[config.mk]
export PLATFORM = sky130hd
export DESIGN_NAME = ckpg_guard
export DESIGN_NICKNAME = d
export VERILOG_FILES = /design/src/rtl/ckpg_pkg.sv /design/src/rtl/ckpg_len_decode.sv /design/src/rtl/ckpg_counter.sv /design/src/rtl/ckpg_guard.sv
export SDC_FILE = /design/constraint.sdc
export NUM_CORES = 1
export LEC_CHECK = 0
export BUFFER_PORTS_ARGS = -buffer_cell sky130_fd_sc_hd__buf_2
export CAP_MARGIN = 20
export CORE_AREA = 2 2 39 41
export CTS_BUF_LIST = sky130_fd_sc_hd__clkbuf_8
export CTS_CLUSTER_SIZE = 8
export DETAILED_ROUTE_END_ITERATION = 8
export DIE_AREA = 0 0 41 43
export PLACE_DENSITY = 0.64
export SLEW_MARGIN = 20
export SYNTH_ARGS = -nofsm -noshare
export SYNTH_HDL_FRONTEND = slang
export SYNTH_SLANG_ARGS = --single-unit
[constraint.sdc]
create_clock -name clk_i -period 1.7 [get_ports clk_i]
set_input_delay 0.17 -clock clk_i [delete_from_list [all_inputs] [get_ports clk_i]]
set_output_delay 0.17 -clock clk_i [all_outputs]
set_load 0.02 [all_outputs]
[src/rtl/ckpg_pkg.sv]
package ckpg_pkg;
  typedef enum logic [2:0] {
    CLS_NONE  = 3'd0,
    CLS_WRITE = 3'd1,
    CLS_ERASE = 3'd2,
    CLS_ERALL = 3'd3,
    CLS_WRALL = 3'd4
  } cls_e;
endpackage

[src/rtl/ckpg_len_decode.sv]
module ckpg_len_decode
  import ckpg_pkg::*;
#(
  parameter int OP_BITS = 2,
  parameter int ADR8    = 7,
  parameter int ADR16   = 6,
  parameter int DAT8    = 8,
  parameter int DAT16   = 16,
  parameter int CNT_W   = 5
) (
  input  logic [2:0]       cls_i,
  input  logic             org16_i,
  output logic             is_mod_o,
  output logic [CNT_W-1:0] exp_len_o
);
  localparam int HDR8  = 1 + OP_BITS + ADR8;
  localparam int HDR16 = 1 + OP_BITS + ADR16;
  localparam int WR8   = HDR8 + DAT8;
  localparam int WR16  = HDR16 + DAT16;

  cls_e cls;
  assign cls = cls_e'(cls_i);

  always_comb begin
    is_mod_o  = 1'b0;
    exp_len_o = '0;
    unique case (cls)
      CLS_WRITE, CLS_WRALL: begin
        is_mod_o  = 1'b1;
        exp_len_o = org16_i ? CNT_W'(WR16) : CNT_W'(WR8);
      end
      CLS_ERASE, CLS_ERALL: begin
        is_mod_o  = 1'b1;
        exp_len_o = org16_i ? CNT_W'(HDR16) : CNT_W'(HDR8);
      end
      default: ;
    endcase
  end
endmodule

[src/rtl/ckpg_counter.sv]
module ckpg_counter #(
  parameter int SAT   = 26,
  parameter int CNT_W = 5
) (
  input  logic             clk_i,
  input  logic             rst_ni,
  input  logic             sck_rise_i,
  input  logic             start_i,
  input  logic             cs_fall_i,
  output logic             armed_o,
  output logic [CNT_W-1:0] cnt_o
);
  always_ff @(posedge clk_i or negedge rst_ni) begin
    if (!rst_ni) begin
      armed_o <= 1'b0;
      cnt_o   <= '0;
    end else if (cs_fall_i) begin
      armed_o <= 1'b0;
      cnt_o   <= '0;
    end else if (start_i && sck_rise_i) begin
      armed_o <= 1'b1;
      cnt_o   <= CNT_W'(1);
    end else if (armed_o && sck_rise_i && cnt_o != CNT_W'(SAT)) begin
      cnt_o <= cnt_o + 1'b1;
    end
  end


  cnt_sat_chk: assert property (@(posedge clk_i) disable iff (!rst_ni)
    cnt_o <= CNT_W'(SAT));

  cnt_clear_chk: assert property (@(posedge clk_i) disable iff (!rst_ni)
    cs_fall_i |=> (cnt_o == '0 && !armed_o));

  no_count_idle_chk: assert property (@(posedge clk_i) disable iff (!rst_ni)
    (!armed_o && !start_i) |=> cnt_o == '0);
endmodule

[src/rtl/ckpg_guard.sv]
module ckpg_guard
  import ckpg_pkg::*;
#(
  parameter bit GUARD_EN = 1'b1,
  parameter int OP_BITS  = 2,
  parameter int ADR8     = 7,
  parameter int ADR16    = 6,
  parameter int DAT8     = 8,
  parameter int DAT16    = 16
) (
  input  logic       clk_i,
  input  logic       rst_ni,
  input  logic       sck_rise_i,
  input  logic       start_i,
  input  logic [2:0] cls_i,
  input  logic       org16_i,
  input  logic       cs_fall_i,
  output logic       permit_o,
  output logic       reject_o
);
  localparam int WR8   = 1 + OP_BITS + ADR8 + DAT8;
  localparam int WR16  = 1 + OP_BITS + ADR16 + DAT16;
  localparam int MAXL  = (WR8 > WR16) ? WR8 : WR16;
  localparam int SAT   = MAXL + 1;
  localparam int CNT_W = $clog2(SAT + 1);

  logic             armed;
  logic [CNT_W-1:0] cnt;
  logic [CNT_W-1:0] exp_len;
  logic             is_mod;
  logic             cnt_ok;
  logic             ok;

  ckpg_counter #(.SAT(SAT), .CNT_W(CNT_W)) u_cnt (
    .clk_i, .rst_ni, .sck_rise_i, .start_i, .cs_fall_i,
    .armed_o(armed), .cnt_o(cnt)
  );

  ckpg_len_decode #(
    .OP_BITS(OP_BITS), .ADR8(ADR8), .ADR16(ADR16),
    .DAT8(DAT8), .DAT16(DAT16), .CNT_W(CNT_W)
  ) u_dec (
    .cls_i, .org16_i, .is_mod_o(is_mod), .exp_len_o(exp_len)
  );

  assign cnt_ok = (cnt == exp_len);

  generate
    if (GUARD_EN) begin : g_guard
      assign ok = armed && cnt_ok;
    end else begin : g_bypass
      assign ok = armed || (cnt_ok && 1'b0);
    end
  endgenerate

  always_ff @(posedge clk_i or negedge rst_ni) begin
    if (!rst_ni) begin
      permit_o <= 1'b0;
      reject_o <= 1'b0;
    end else begin
      permit_o <= cs_fall_i && is_mod && ok;
      reject_o <= cs_fall_i && is_mod && !ok;
    end
  end


  excl_chk: assert property (@(posedge clk_i) disable iff (!rst_ni)
    !(permit_o && reject_o));

  permit_pulse_chk: assert property (@(posedge clk_i) disable iff (!rst_ni)
    permit_o |-> $past(cs_fall_i));

  reject_pulse_chk: assert property (@(posedge clk_i) disable iff (!rst_ni)
    reject_o |-> $past(cs_fall_i));

  nonmod_quiet_chk: assert property (@(posedge clk_i) disable iff (!rst_ni)
    (cs_fall_i && cls_i == 3'd0) |=> !(permit_o || reject_o));
endmodule

==> results of run 1 <==
## metrics by stage
stage               utilization [%]  total power [mW]
floorplan                         -             0.254
global placement               41.7             0.278
detailed placement             41.7             0.280
CTS                            45.4             0.514
global route                   45.4             0.541
finish                         45.4             0.508
## per-layer routing
layer,wire [microns],global-route usage (%)
met4,13,8.00
met2,548,22.8
met5,0,0
met1,463,22.2
met3,43,6.28
## synthesized netlist by cell type (2+ instances only)
library cell  n
and3_1        2
nand3_1       3
nor2_1        7
xnor2_1       6
xor2_1        3
ha_1          2
inv_1         3
dfrtp_1       8
## power by group through the flow
| stage | logic [mW] | registers (mW) | clock network [mW] |
|---|---|---|---|
| 6_report | 0.0772 | 0.202 | 0.229 |
| 5_1_grt | 0.0877 | 0.203 | 0.250 |
| 4_1_cts | 0.0777 | 0.202 | 0.234 |
| 3_5_place_dp | 0.0749 | 0.205 | 0 |
| 3_3_place_gp | 0.0740 | 0.204 | 0 |
| 2_1_floorplan | 0.0472 | 0.206 | 0 |
## critical path, delay by kind of cell, from the launching register on
| family | cells | cell delay [ns] |
|---|---|---|
| flip-flops | 1 | 0.41 |
| adder cells (fa/ha/maj) | 1 | 0.16 |
| buffers and inverters | 1 | 0.13 |
| XOR/XNOR | 1 | 0.13 |
| AND/OR/NAND/NOR | 2 | 0.35 |
| AO/OA/AOI/OAI | 1 | 0.17 |
## layout make-up
cell class | instances | area (sq um)
Fill cell | 140 | 756
Multi-Input combinational cell | 41 | 295
Sequential cell | 8 | 200
Timing Repair Buffer | 11 | 60.1
Clock buffer | 3 | 41.3
Tap cell | 16 | 20.0
Inverter | 3 | 11.3
## state kept, by name (all words and copies together) (netlist names)
register,flops
u_cnt.cnt_o,5
reject_o,1
permit_o,1
u_cnt.armed_o,1
## kinds of logic (layout without fill, tap and decap cells)
group / count (synthesis) / in the layout / synth area share, %
muxes: 1 / 1 / 1.93
AOI/OAI and AO/OA: 8 / 8 / 12.6
adders and majority gates: 2 / 2 / 4.83
DFF: 8 / 8 / 38.6
and+or+nand+nor: 21 / 21 / 22.5
buffers and inverters: 4 / 17 / 4.35
xor gates and xnor gates: 9 / 9 / 15.2
## final timing paths
path	endpoint	cells past startpoint	from
min in group asynchronous	u_cnt.armed_o	2	rst_ni
worst min register to register	u_cnt.armed_o	2	u_cnt.armed_o
worst max register to register	u_cnt.cnt_o[0]	6	u_cnt.cnt_o[0]
worst max-delay path	u_cnt.cnt_o[0]	6	u_cnt.cnt_o[0]
max in group asynchronous	u_cnt.cnt_o[4]	2	rst_ni
worst min-delay path	u_cnt.armed_o	2	cs_fall_i
==> reports/qor.yml, run 1 <==
status: "complete, no violations"
yosysTopAreaCell: "dfrtp_1"
cts.path.max_buffers: 2
final_area_sq_um: 628
dp_cells: 78
grt_pass1_vias: 442
place_ws_ns: 0.274
critical_path.endpoint_type: "register"
area_growth_syn_to_layout_pct: 21.3
seq_power_share_pct: 39.8
cts_root_buf: "clkbuf_8"
ir_drop_mv: 0.336
rsz0062_at_grt: "no"
io_buffer_count: 10
slew_violations: 0
setup.worst_path.class: "reg2reg"
synth_edf_count: 0
clock_sinks: 8
r2r_setup_slack_ns: 0.25
drt_iter0_drc: 7
synthesis.nets: 64
wire_per_inst_microns: 13.0
dp_hpwl_microns: 769
clkLatencyLatePin_ns: 0.23
critPathArrivalTime_ns: 1.56
nets: 79
wirelength_microns: 1070
setup_viol: 0
crit_required_ns: 1.81
drtPass1Iterations: 4
drive_above_1_share_pct: 24.2
cap_violations: 0
synth_top_area_share_pct: 38.6
final.setup.tns_ns: 0
ys_ff_latch: 8
crit_slowest_cell: "dfrtp_1"
die_height_microns: 43
syn_inst: 53
post-route-period-util_pct: 85.2
cts_resized: 0
power.switching_mw: 0.122
internal_power_mw: 0.386
clockPowerShare_pct: 45.0
antennaDiodeCount: 0
hold_violations: 0
postCtsHoldBufs: 1
mostFrequentLayoutCell: "buf_2"
dieArea_sq_mm: 0.00176
synthFlopType: "dfrtp_1"
synthArstFlopShare_pct: 100
crit_path_cell_trace: "inv_1 > ha_1 > nand4b_1 > and3_1 > xnor2_1 > o21a_1"
grt_pass1_wl_microns: 1930
coreArea_sq_mm: 0.00138
overflow: 0
holdWs_ns: 0.164
pin_count: 11
skew_ns: 0.000642
grt_max_degree: 9
synthTopCellsByArea: "dfrtp_1, xnor2_1, nor2_1, xor2_1, ha_1"
p_per_area_mw_per_mm2: 808
critPathLaunchType: "register"
vias_per_cell: 5.18
post_cts_buffers: 0
relSlewSlack_pct: 81.5
antenna_left: 0
h-tree-depth: 1
rows: 14
die_width_microns: 41
period_minus_slack_ns: 1.45
final_cell_mix: "buf_2, dfrtp_1, nor2_1"
worst_slack_ns: 0.252
final_cells: 82
ys_warn_count: 0
grt_use_total_pct: 16.6
worst_slew_pin_slew_ns: 0.276
cp_max_fo: 5
vias: 425
min_path_type: "in2reg"
gp_congestion: 0.769
clk_pin_slew_ns: 0.04
synth_area_sq_um: 518
cts_tree: "done"
initial_utilization_pct: 37.4
drc: 0
max_stage_delay_ns: 0.41
cts_made_buffers: 3
synth_cell_types: 27
seq_area_frac_synth_pct: 38.6
place_area_sq_um: 577
combPwrFrac_pct: 15.2
swShare_pct: 24.0
avgSynthCellArea_sq_um: 9.77
antenna_found_initial: 0
p_leak_nw: 0.295
max_clock_freq_mhz: 691
(Power assumes the default switching activity.)
==> run 2: changes to the inputs <==
Settings changed: ABC_AREA from default to 1, PLACE_DENSITY 0.64 to 0.68.
==> reports/qor.yml, run 2 <==
cap_violations: 0
yosysMostFrequentCell: "nand2_1"
synth_top_area_share_pct: 35.7
antenna_found_initial: 0
multi_input_area_sq_um: 319
dieArea_sq_mm: 0.00176
mostFrequentLayoutCell: "nand2_1"
initial_utilization_pct: 40.5
cts_resized: 0
rsz0062_at_grt: "no"
status: "complete, no violations"
hold_violations: 0
swShare_pct: 25.8
worst_slew_pin_slew_ns: 0.221
slew_violations: 0
final_util_pct: 49.3
h-tree-depth: 1
grt_pass1_vias: 432
cts_tree: "done"
period_minus_slack_ns: 1.31
critPathLaunchType: "register"
die_width_microns: 41
syn_inst: 70
synth_common_cells: "nand2_1, inv_1, dfrtp_1"
critical_path.endpoint_type: "register"
dp_hpwl_microns: 898
cts.path.max_buffers: 2
synth_cell_types: 20
regArea_sq_um: 200
synthArstFlopShare_pct: 100
drive_above_1_share_pct: 33.3
wirelength_microns: 1110
grt_use_total_pct: 14.6
skew_ns: 0.00440
grt_max_degree: 10
synthesis.nets: 81
clk_pin_slew_ns: 0.04
clockPowerShare_pct: 43.3
grt_pass1_wl_microns: 1730
overflow: 0
internal_power_mw: 0.384
ys_ff_latch: 8
coreArea_sq_mm: 0.00138
antennaDiodeCount: 0
synthFlopType: "dfrtp_1"
vias: 486
clkLatencyLatePin_ns: 0.22
crit_required_ns: 1.84
ys_warn_count: 0
ir_drop_mv: 0.420
final_area_sq_um: 682
largest_reg_flops: 5
power.switching_mw: 0.134
pin_count: 11
setup.worst_path.class: "reg2reg"
regMostFlops: "u_cnt.cnt_o"
p_per_area_mw_per_mm2: 760
io_buffer_count: 10
clock_sinks: 8
gp_congestion: 0.855
die_height_microns: 43
min_path_type: "in2reg"
nets: 97
p_leak_nw: 0.363
setup_viol: 0
critPathArrivalTime_ns: 1.46
max_clock_freq_mhz: 761
synth_edf_count: 0
rows: 14
area_growth_syn_to_layout_pct: 21.7
place_area_sq_um: 631
final.setup.tns_ns: 0
combPwrFrac_pct: 16.9
antenna_left: 0
cts_root_buf: "clkbuf_8"
fillCellCount: 138
wire_per_inst_microns: 11.1
drtPass1Iterations: 4
seq_area_frac_synth_pct: 35.7
relSlewSlack_pct: 85.2
drc: 0
post-route-period-util_pct: 77.3
cts_made_buffers: 3
seq_power_share_pct: 39.8
vias_per_cell: 4.86
yosysTopAreaCell: "dfrtp_1"
final_cell_mix: "nand2_1, buf_2, inv_1"
avgSynthCellArea_sq_um: 8.01
cp_max_fo: 9
synth_area_sq_um: 561
drt_iter0_drc: 9
holdWs_ns: 0.157
synthTopCellsByArea: "dfrtp_1, nand2_1, inv_1, nand3_1, xor2_1"
## run 2: cell types whose count changed in the layout (fill, tap and decap cells not counted), moves of 3 or more
cell and delta:
nand4_1 +3, nor2_2 +3, xnor2_1 -6, nand2_1 +11, o21ai_1 +4, inv_1 +6, nand3_1 +3
## run 2: power groups by stage
stage / Sequential (mW) / Clock (mW) / Combinational, mW
after floorplan: 0.210 / 0 / 0.0571
after global placement: 0.208 / 0 / 0.0859
final: 0.206 / 0.224 / 0.0877
after global routing: 0.207 / 0.238 / 0.0975
after detailed placement: 0.208 / 0 / 0.0870
after CTS: 0.206 / 0.228 / 0.0889
## run 2: cell families after synthesis
group / after synthesis / share of synthesized area [%]
buf+inv: 11 / 7.37
simple gates: 38 / 37.5
xor+xnor: 3 / 4.69
flops: 8 / 35.7
compound gates: 8 / 10.3
fa+ha+maj: 2 / 4.46
## run 2: repair_timing
action / 4_1_cts / 5_1_grt
setup buffers: 0 / 0
hold buffers: 1 / 0
setup endpoints to repair: 0 / 0
hold endpoints to repair: 8 / 0
## run 2: metrics by stage
step                      total power, mW  setup WS [ns]  cells
final                               0.518          0.385    100
after global routing                0.542          0.341    100
after CTS                           0.523          0.406    100
after detailed placement            0.295          0.407     96
after global placement              0.294          0.459     96
after floorplan                     0.267          0.516     70
## run 2: final timing paths
check                      depth (start not counted)        endpoint           start  slack (ns)
min                                                2   u_cnt.armed_o       cs_fall_i        0.16
min in group asynchronous                          2   u_cnt.armed_o          rst_ni        0.31
max in group asynchronous                          2        permit_o          rst_ni        1.22
min reg2reg                                        2   u_cnt.armed_o   u_cnt.armed_o        0.58
max                                                7  u_cnt.cnt_o[2]  u_cnt.cnt_o[0]        0.39
max reg2reg                                        7  u_cnt.cnt_o[2]  u_cnt.cnt_o[0]        0.39
## run 2: layout make-up
type / count / share of cell area (%)
tap: 16 / 2.94
timing repair buffer: 11 / 8.81
clock buffer: 3 / 6.06
multi-input combinational: 51 / 46.8
inverter: 11 / 6.06
sequential: 8 / 29.4
## run 2: critical path, cell delays in order (launching register included)
cell and delay [ns]:
dfrtp_1 0.40, inv_1 0.10, ha_1 0.21, nand4_2 0.10
nand3_2 0.09, nand2_4 0.12, nand4_1 0.11, o21ai_1 0.10
## run 2: metal layers
layer / wire length [microns] / up-vias / GRT usage, %
met5: 0 / - / 0
met4: 9 / 0 / 6.00
met3: 44 / 2 / 3.14
met2: 516 / 11 / 21.3
met1: 543 / 209 / 20.3
li1: - / 264 / -
==> run 3: changes to the inputs <==
Settings changed: ABC_AREA 1 to 0, PLACE_DENSITY 0.68 to 0.64.
Clock period 1.7 ns to 1.33 ns, I/O delays scaled along.
==> reports/qor.yml, run 3 (synthesis results as in run 1) <==
status: "complete, no violations"
mostFrequentLayoutCell: "buf_2"
crit_slowest_cell: "dfrtp_2"
antenna_left: 0
holdWs_ns: 0.127
grt_use_total_pct: 16.4
pin_count: 11
dp_hpwl_microns: 849
total_power_mw: 0.674
drt_iter0_drc: 7
hold_violations: 0
gp_congestion: 0.787
seq_power_share_pct: 38.2
rsz0062_at_grt: "yes"
crit_required_ns: 1.44
antenna_found_initial: 0
cts_made_buffers: 3
grt_pass1_vias: 464
whs_path_depth: 2
combPwrFrac_pct: 17.8
drtPass1Iterations: 4
worst_slew_pin_slew_ns: 0.239
clk_pin_slew_ns: 0.04
cts_root_buf: "clkbuf_8"
clockPowerShare_pct: 44.0
p_per_area_mw_per_mm2: 978
critical_path.endpoint_type: "register"
cts_tree: "done"
min-delay-start: "cs_fall_i"
cpMostUsedCell: "xnor2_1"
vias_per_cell: 5.09
final_cells: 89
critPathArrivalTime_ns: 1.41
overflow: 0
final_cell_mix: "buf_2, nor2_1, dfrtp_1, buf_4, xnor2_1"
min_path_type: "in2reg"
final_util_pct: 49.8
drive_above_1_share_pct: 37.0
swShare_pct: 24.3
period_minus_slack_ns: 1.30
area_growth_syn_to_layout_pct: 33.1
grt_pass1_wl_microns: 1900
drc: 0
die_width_microns: 41
cp_max_fo: 4
regMostFlops: "u_cnt.cnt_o"
final_area_sq_um: 689
rows: 14
nets: 86
grt_max_degree: 9
worst_slack_ns: 0.0276
coreArea_sq_mm: 0.00138
min_to: "u_cnt.armed_o"
r2r_setup_slack_ns: 0.03
cap_violations: 0
slew_violations: 0
clkLatencyLatePin_ns: 0.23
post-route-period-util_pct: 97.9
r2r_start: "u_cnt.cnt_o[1]"
fillCellCount: 126
wire_per_inst_microns: 12.7
worstReg2RegEnd: "reject_o"
h-tree-depth: 1
max_stage_delay_ns: 0.43
power.switching_mw: 0.163
place_area_sq_um: 622
die_height_microns: 43
crit_path_cell_trace: "xnor2_1 > xnor2_1 > a22oi_1 > o311a_1"
p_leak_nw: 0.325
vias: 453
dieArea_sq_mm: 0.00176
internal_power_mw: 0.510
setup.worst_path.class: "reg2reg"
dp_cells: 84
critPathLaunchType: "register"
r2r_cells: 4
initial_utilization_pct: 37.4
skew_ns: 0.000331
final.setup.tns_ns: 0
io_buffer_count: 10
place_ws_ns: -0.00126
antennaDiodeCount: 0
setup_viol: 0
relSlewSlack_pct: 83.9
cts.path.max_buffers: 2
clock_sinks: 8
ir_drop_mv: 0.547
max_clock_freq_mhz: 768
wirelength_microns: 1130
largest_reg_flops: 5
[run 3: critical path: cells and delay by family (launching register included)]
| family | cells | cell delay [ns] |
|---|---|---|
| XOR/XNOR | 2 | 0.34 |
| flip-flops | 1 | 0.43 |
| AO/OA/AOI/OAI | 2 | 0.42 |
[run 3: how the worst max path moves through the flow]
stage | startpoint | endpoint | slack (ns) | cells after the start
2_1_floorplan | u_cnt.cnt_o[0] | u_cnt.cnt_o[0] | 0.02 | 6
3_3_place_gp | cls_i[2] | reject_o | 0.02 | 5
3_5_place_dp | cls_i[2] | reject_o | -0.001 | 5
4_1_cts | u_cnt.cnt_o[1] | u_cnt.cnt_o[1] | 0.008 | 5
5_1_grt | u_cnt.cnt_o[1] | u_cnt.cnt_o[1] | -0.05 | 5
6_report | u_cnt.cnt_o[1] | reject_o | 0.03 | 4
[run 3: power groups by stage]
stage	Combinational [mW]	Sequential (mW)	Clock, mW
CTS	0.116	0.257	0.303
floorplan	0.0604	0.264	0
detailed placement	0.114	0.261	0
global route	0.135	0.259	0.314
global placement	0.111	0.260	0
finish	0.120	0.257	0.297
[run 3: metal layers]
metal	wire (microns)	share of wire [%]	track usage [%]
met3	69	6.1	7.85
met2	558	49	24.1
met4	0	0	6.00
met5	0	0	0
met1	500	44	20.1
[run 3: what timing repair did]
item	CTS	global route
gates resized for setup	0	3
hold buffers	1	0
pin swaps	2	3
hold endpoints to repair	8	0
buffers inserted	0	1
endpoints found under the setup margin	1	4
[run 3: final cells by class]
type                            count  area [sq um]  share of cell area [%]
Multi-Input combinational cell     41           303                    43.9
Sequential cell                     8           201                    29.2
Timing Repair Buffer               18           113                    16.3
Clock buffer                        3          41.3                    5.99
Tap cell                           16          20.0                    2.90
Inverter                            3          11.3                    1.63
